===== config.mk =====
export PLATFORM = sky130hd
export DESIGN_NAME = mm_hard_multiple
export DESIGN_NICKNAME = d
export VERILOG_FILES = /design/src/rtl/hmg_pkg.sv /design/src/rtl/hmg_preproc.sv /design/src/rtl/hmg_prefix_tree.sv /design/src/rtl/hmg_postproc.sv /design/src/rtl/mm_hard_multiple.sv
export SDC_FILE = /design/constraint.sdc
export NUM_CORES = 1
export LEC_CHECK = 0
export BUFFER_PORTS_ARGS = -buffer_cell sky130_fd_sc_hd__buf_2
export CORE_AREA = 2 2 39 41
export DETAILED_ROUTE_END_ITERATION = 8
export DIE_AREA = 0 0 41 43
export PLACE_DENSITY = 0.76
export SKIP_LAST_GASP = 1
export SYNTH_ARGS = -nofsm -noshare
export SYNTH_HDL_FRONTEND = slang
export SYNTH_SLANG_ARGS = --single-unit

===== constraint.sdc =====
create_clock -name vclk -period 1.55
set_input_delay 0.0775 -clock vclk [all_inputs]
set_output_delay 0.0775 -clock vclk [all_outputs]
set_load 0.01 [all_outputs]

===== src/rtl/hmg_pkg.sv =====
package hmg_pkg;

    typedef enum logic [1:0] {
        SEL_DIM1 = 2'b00,
        SEL_POW2 = 2'b01,
        SEL_MERS = 2'b10,
        SEL_RSVD = 2'b11
    } modsel_e;

    typedef struct packed {
        logic g;
        logic p;
    } gp_t;

    function automatic gp_t gp_combine(input gp_t hi, input gp_t lo);
        gp_t r;
        r.g = hi.g | (hi.p & lo.g);
        r.p = hi.p & lo.p;
        return r;
    endfunction

    // bit that the modular double places at position 0
    function automatic logic wrap_pick(input modsel_e s, input logic top_bit);
        logic r;
        unique case (s)
            SEL_MERS: r = top_bit;
            SEL_DIM1: r = ~top_bit;
            default:  r = 1'b0;
        endcase
        return r;
    endfunction

    // carry injected at bit 0 once the full-word generate is known
    function automatic logic cin_pick(input modsel_e s, input logic g_all);
        logic r;
        unique case (s)
            SEL_MERS: r = g_all;
            SEL_DIM1: r = ~g_all;
            default:  r = 1'b0;
        endcase
        return r;
    endfunction

endpackage


===== src/rtl/hmg_preproc.sv =====
module hmg_preproc
    import hmg_pkg::*;
#(
    parameter int N = 8
) (
    input  logic [N-1:0]     x_i,
    input  modsel_e          sel_i,
    output gp_t  [N-1:0]     gp_o,
    output logic [N-1:0]     t_o
);
    logic wrap_bit;

    always_comb wrap_bit = wrap_pick(sel_i, x_i[N-1]);

    for (genvar i = 0; i < N; i++) begin : g_bit
        logic partner;
        if (i == 0) begin : g_lsb
            assign partner = wrap_bit;
        end else begin : g_upper
            assign partner = x_i[i-1];
        end
        assign gp_o[i].g = x_i[i] & partner;
        assign gp_o[i].p = x_i[i] | partner;
        assign t_o[i]    = x_i[i] ^ partner;
    end
endmodule


===== src/rtl/hmg_prefix_tree.sv =====
module hmg_prefix_tree
    import hmg_pkg::*;
#(
    parameter int N = 8
) (
    input  gp_t [N-1:0] gp_i,
    output gp_t [N-1:0] grp_o
);
    localparam int LEVELS = (N > 1) ? $clog2(N) : 1;

    gp_t [LEVELS:0][N-1:0] stage;

    assign stage[0] = gp_i;

    for (genvar l = 0; l < LEVELS; l++) begin : g_level
        localparam int SPAN = 1 << l;
        for (genvar i = 0; i < N; i++) begin : g_node
            if (i >= SPAN) begin : g_merge
                assign stage[l+1][i] = gp_combine(stage[l][i], stage[l][i-SPAN]);
            end else begin : g_pass
                assign stage[l+1][i] = stage[l][i];
            end
        end
    end

    assign grp_o = stage[LEVELS];
endmodule


===== src/rtl/hmg_postproc.sv =====
module hmg_postproc
    import hmg_pkg::*;
#(
    parameter int N = 8
) (
    input  logic [N-1:0] t_i,
    input  gp_t  [N-1:0] grp_i,
    input  modsel_e      sel_i,
    output logic [N-1:0] sum_o
);
    logic         cin;
    logic [N-1:0] carry;

    always_comb cin = cin_pick(sel_i, grp_i[N-1].g);

    for (genvar i = 0; i < N; i++) begin : g_carry
        if (i == 0) begin : g_first
            assign carry[i] = cin;
        end else begin : g_rest
            assign carry[i] = grp_i[i-1].g | (grp_i[i-1].p & cin);
        end
    end

    assign sum_o = t_i ^ carry;
endmodule


===== src/rtl/mm_hard_multiple.sv =====
module mm_hard_multiple
    import hmg_pkg::*;
#(
    parameter int N = 8
) (
    input  logic [N-1:0] x_res,
    input  logic [1:0]   mod_sel,
    output logic [N-1:0] hard_mult
);
    modsel_e      sel;
    gp_t  [N-1:0] bit_gp;
    gp_t  [N-1:0] grp_gp;
    logic [N-1:0] bit_t;

    assign sel = modsel_e'(mod_sel);

    hmg_preproc #(.N(N)) u_pre (
        .x_i   (x_res),
        .sel_i (sel),
        .gp_o  (bit_gp),
        .t_o   (bit_t)
    );

    hmg_prefix_tree #(.N(N)) u_tree (
        .gp_i  (bit_gp),
        .grp_o (grp_gp)
    );

    hmg_postproc #(.N(N)) u_post (
        .t_i   (bit_t),
        .grp_i (grp_gp),
        .sel_i (sel),
        .sum_o (hard_mult)
    );
endmodule


Word level (Yosys, flattened, before mapping)
Index checks and enable logic that the tools add are counted.
- register bits after elaboration: 0
- latch bits: 0
- bits in writable memories: 0
- memory bits (read-only): 0
- input port bits: 10
- logic and storage cells: 95
- memories kept: 0
- add/subtract/negate cells: 0
- multipliers: 0
- divide/modulo/power cells: 0
- order comparisons: 0
- equality and inequality tests: 1
- shift-type cells: 0
- muxes and demuxes: 2
- bitwise operators: 91
- reduce and logical (&&, ||, !) cells: 1
- operators with widths (operator ; number):
    1-bit AND ; 48
    1-bit OR ; 32
    1-bit bitwise XOR ; 8
    8-bit bitwise XOR ; 1
    1-bit one-hot mux with 2 select lines ; 2
    2-bit == test, second input constant ; 1
    2-bit logical NOT ; 1
    1-bit NOT ; 2

Longest topological paths before layout
- depth in word-level cells: 14
- depth in mapped cells: 10
- gate-level depth less buffers: 10

Hierarchy
Synthesis repeated with hierarchy kept, for this count alone.
- cells, all modules: 82
- area, all modules: 600.6 um2
- by module, submodules not included (module ; times used ; cells an instance ; area an instance (um2)):
    hmg_preproc ; 1 ; 35 ; 281.5
    hmg_prefix_tree ; 1 ; 29 ; 181.4
    hmg_postproc ; 1 ; 18 ; 137.6

Least setup slack after synthesis
No wires, ideal clock.
- path type: input-to-output
- start: input mod_sel[1]
- end: output hard_mult[7]
- arrival time: 1.730 ns
- required time: 1.472 ns
- path slack: -0.257 ns
- stages: 9
- buffers on the path: 0
- cell sequence: xnor2_1 nor2b_1 ha_1 nor2b_1 o21a_1 a211o_2 xnor2_4 a31o_1 a21oi_1
- longest elaborated chain between the ends: 14
- elaborated cells on any way between the ends: 22
- classes of those cells: eq/ne: 1; mux: 2; bitwise: 18; reduce/logical: 1
- RTL lines (item ; line ; RTL):
    start: declaration ; mm_hard_multiple.sv:7 ; input logic [1:0] mod_sel,
    2-bit == test / 2-bit logical NOT (equally long branches) ; hmg_pkg.sv:25, hmg_pkg.sv:36 ;
    1-bit one-hot mux with 2 select lines ; hmg_pkg.sv:25 ; unique case (s)
    1-bit AND ; hmg_preproc.sv:22 ; assign gp_o[i].g = x_i[i] & partner;
    1-bit AND ; hmg_pkg.sv:17 ; r.g = hi.g | (hi.p & lo.g);
    1-bit OR ; hmg_pkg.sv:17 ;
    1-bit AND ; hmg_pkg.sv:17 ;
    1-bit OR ; hmg_pkg.sv:17 ;
    1-bit AND ; hmg_pkg.sv:17 ;
    1-bit OR ; hmg_pkg.sv:17 ;
    1-bit NOT ; hmg_pkg.sv:38 ; SEL_DIM1: r = ~g_all;
    1-bit one-hot mux with 2 select lines ; hmg_pkg.sv:36 ; unique case (s)
    1-bit AND ; hmg_postproc.sv:20 ; assign carry[i] = grp_i[i-1].g | (grp_i[i-1].p & cin);
    1-bit OR (*) ; hmg_postproc.sv:20 ;
    8-bit bitwise XOR (*) ; hmg_postproc.sv:24 ; assign sum_o = t_i ^ carry;
    end: declaration ; mm_hard_multiple.sv:8 ; output logic [N-1:0] hard_mult
Mark *: on every way between the ends. The rest lies on a longest branch, timed or not.

Worst setup path after layout
- start: input x_res[7]
- end: output hard_mult[5]
- longest elaborated chain between the ends: 14
- elaborated cells on any way between the ends: 26
- classes of those cells: mux: 2; bitwise: 24
- RTL lines (item ; line ; RTL):
    start: declaration ; mm_hard_multiple.sv:6 ; input logic [N-1:0] x_res,
    1-bit NOT ; hmg_pkg.sv:27 ; SEL_DIM1: r = ~top_bit;
    1-bit one-hot mux with 2 select lines ; hmg_pkg.sv:25 ;
    1-bit AND ; hmg_preproc.sv:22 ;
    1-bit AND ; hmg_pkg.sv:17 ;
    1-bit OR ; hmg_pkg.sv:17 ;
    1-bit AND ; hmg_pkg.sv:17 ;
    1-bit OR ; hmg_pkg.sv:17 ;
    1-bit AND ; hmg_pkg.sv:17 ;
    1-bit OR ; hmg_pkg.sv:17 ;
    1-bit NOT ; hmg_pkg.sv:38 ;
    1-bit one-hot mux with 2 select lines ; hmg_pkg.sv:36 ;
    1-bit AND ; hmg_postproc.sv:20 ;
    1-bit OR (*) ; hmg_postproc.sv:20 ;
    8-bit bitwise XOR (*) ; hmg_postproc.sv:24 ;
Marks and branches as above.

==> key figures <==
Run status
  – Status: finished with violations
  – Failing checks: negative setup slack

Layout
  – Seq cells: 0
  – Layout Area Growth over Synthesis: 61.9%
  – # fillers: roughly 120
  – Storage element area: 0 um^2
  – Layout net count: approximately 150
  – Share of post-route cells with drive strength above 1: 0.461
  – # diodes: 0
  – Design area: a little under 0.001 mm^2
  – Non-Filler Instances: 131
  – Clock buffer count: 0

STA
  – Final worst slack: -0.456 ns
  – Setup tns final: -3.50 ns
  – Final Hold Vio Count: 0
  – Relative slew slack: 0.714
  – Min Tclk post-route: about 2.0 ns
  – Final setup vio count: 8
  – Fin crit share: 1.29
  – Worst-Margin Slew: between 0.4 and 0.5 ns
  – Max Fclk: ~0.50 GHz
  – Max Slew Vio Count: 0
  – Unrepaired setup endpoints after global routing: true

Logic synthesis
  – Sequential share of the synthesized area: 0
  – Yosys Warn Count: 0
  – Mapped Area: ~600 um^2
  – Distinct cells, synth: 23
  – Syn_nets: 103
  – Synth Area per Inst: roughly 8 um^2
  – Cell count after synthesis: 75

Route
  – WL final: approximately 1600 um
  – DR WL met3: about 34 um
  – DRT Pass-1 Iters: 4
  – Via count: 657
  – DR iter-0 viols: 15
  – Top sig layer: met3
  – Antenna viol nets, final: 0
  – Wire per inst: between 10 and 15 um
  – Post-Route M1 WL: 688 um
  – Vias/cell: between 5 and 6
  – Routed length on met2: between 800 and 900 um
  – DRC viols: 0

Place
  – Post-DP Area: between 800 and 900 um^2
  – Cell count after placement: about 130
  – Placer Congestion: 0.754
  – I/O Buffers: 18
  – Hpwl dp: approximately 1200 um
  – Dpl ws: -0.508 ns

Power
  – P_int: slightly below 0.2 mW
  – Clock power frac: 0
  – Seq pwr share: 0
  – Leak: 0.501 nW
  – Sw Share: 0.484
  – Power density over the cells: slightly below 400 mW/mm^2
  – Power share of the combinational group: 1.000
  – Total power draw: around 0.38 mW
  – Net switching power: 0.182 mW
  – Peak VDD IR: 0.000171 V

Critical path
  – Worst setup SP type: input port
  – Critical Path Slowest Stage Cell: a211o_4
  – CP Max Fanout: 7
  – Crit end category: output port
  – CP Class: input port to output port
  – CP Cell Sequence: buf_8, xnor2_2, nor2b_4, ha_4, nor2b_4, o21a_1, a211o_4, xnor2_4, a31oi_1, xnor2_1, buf_2
  – Critical Path Max Stage Delay: roughly 0.36 ns
  – Critical path origin: x_res[7]
  – Worst setup path endpoint: hard_mult[5]
  – CP Data Arrival Time: 1.93 ns
  – Worst EP required: 1.47 ns
  – Cell mode on critical path: nor2b_4

Global route
  – Largest net degree at the start of global routing: 8
  – GR Overflow Total: 0
  – Global Route Usage Sum: 0.177
  – Initial antenna violation count: 0
  – Global-route wire length before repair: 2340 um
  – Number of global-route vias before repair: just over 600

Die
  – Initial core utilization: 0.429
  – Core area: ~0.0014 mm^2
  – Die H: roughly 43 um
  – Die width: a little over 40 um
  – # IOs: 18
  – Die area: approximately 0.0018 mm^2
  – Row cnt: 14

Run
  – Max_cap viols: 0

Hold path
  – Worst hold path type: input port to output port
-- cell type report --
type,count,area [um^2],share of cell area
multi-input combinational,63,626,0.650
inverter,12,45.0,0.0468
timing repair buffer,40,272,0.282
tap,16,20.0,0.0208
-- synthesized netlist by cell type --
library cell  count  area share
a211o_2           1       0.017
a21boi_1          1       0.013
a21oi_1           3       0.025
a311oi_1          1       0.015
a31o_1            1       0.015
a31oi_1           3       0.032
and2_1            1       0.011
ha_1             18        0.38
inv_1            12       0.076
nand2b_1          3       0.032
nor2_1            6       0.038
nor2b_1           2       0.021
nor3_1            5       0.042
nor4_2            1       0.021
o21a_1            2       0.025
o21ai_0           1      0.0084
o21bai_1          1       0.013
o311ai_0          1       0.015
o31ai_1           2       0.025
o41ai_1           1       0.015
xnor2_1           7        0.10
xnor2_4           1       0.046
xor2_1            1       0.015
-- kinds of logic after synthesis --
| logic type | count (synthesis) | synth area share |
|---|---|---|
| buffers and inverters | 12 | 0.0758 |
| AND/OR/NAND/NOR | 18 | 0.164 |
| adder cells (fa/ha/maj) | 18 | 0.379 |
| XOR/XNOR | 9 | 0.164 |
| AO/OA/AOI/OAI | 18 | 0.217 |
-- stage by stage --
| stage | hold WS (ns) | util |
|---|---|---|
| CTS | 0.663 | 0.684 |
| global route | 0.692 | 0.695 |
| finish | 0.657 | 0.695 |
| detailed placement | 0.668 | 0.633 |
| floorplan | 0.358 | - |
| global placement | 0.662 | 0.633 |
-- worst min-delay path by stage --
| stage | startpoint | to | cells past startpoint | slack, ns |
|---|---|---|---|---|
| floorplan | mod_sel[0] | hard_mult[0] | 2 | 0.36 |
| global placement | x_res[6] | hard_mult[6] | 5 | 0.66 |
| detailed placement | x_res[6] | hard_mult[6] | 5 | 0.67 |
| CTS | x_res[6] | hard_mult[6] | 5 | 0.66 |
| global route | x_res[6] | hard_mult[6] | 5 | 0.69 |
| finish | x_res[6] | hard_mult[6] | 5 | 0.66 |
-- placed cells by master (no fill, tap or decap) --
master,Yosys,routed
buf_6,0,1
buf_8,0,1
o21a_1,2,2
nor3_1,5,4
xnor2_4,1,1
o311ai_1,0,1
o41ai_2,0,1
o31ai_1,2,2
a31oi_1,3,3
a31o_1,1,1
nor3_2,0,1
ha_4,0,1
nor2_1,6,6
xor2_1,1,1
o21ai_0,1,1
a21boi_1,1,1
inv_1,12,12
a311oi_2,0,1
nand2b_1,3,3
buf_4,0,22
a21oi_1,3,1
buf_2,0,16
xnor2_1,7,5
nor2b_4,0,2
o21bai_1,1,1
a211o_4,0,1
nor4_2,1,1
ha_1,18,17
a21oi_2,0,2
and2_1,1,1
xnor2_2,0,2
-- metal layers --
layer  vias to the layer above  GRT usage
met5                         -          0
met4                         0     0.0133
met3                         0          0
met2                        11      0.322
met1                       304      0.228
li1                        342          -
-- worst max-delay path, delay by kind of cell --
kind                       cells  cell delay (ns)
xor gates and xnor gates       3             0.42
adders and majority gates      1             0.15
AOI/OAI and AO/OA              3             0.79
buffers and inverters          2             0.24
and+or+nand+nor                2             0.25
-- power groups by stage --
stage	combinational (mW)	sequential, mW	clock (mW)
after global routing	0.409	0	0
after detailed placement	0.339	0	0
final	0.376	0	0
after global placement	0.334	0	0
after CTS	0.366	0	0
after floorplan	0.206	0	0
-- what timing repair did --
action | CTS | global route
gates resized for setup | 12 | 2
hold buffers | 0 | 0
setup buffers | 1 | 1
setup endpoints to repair | 8 | 8
pin swaps | 2 | 2
Power figures use the tool's default switching activity.
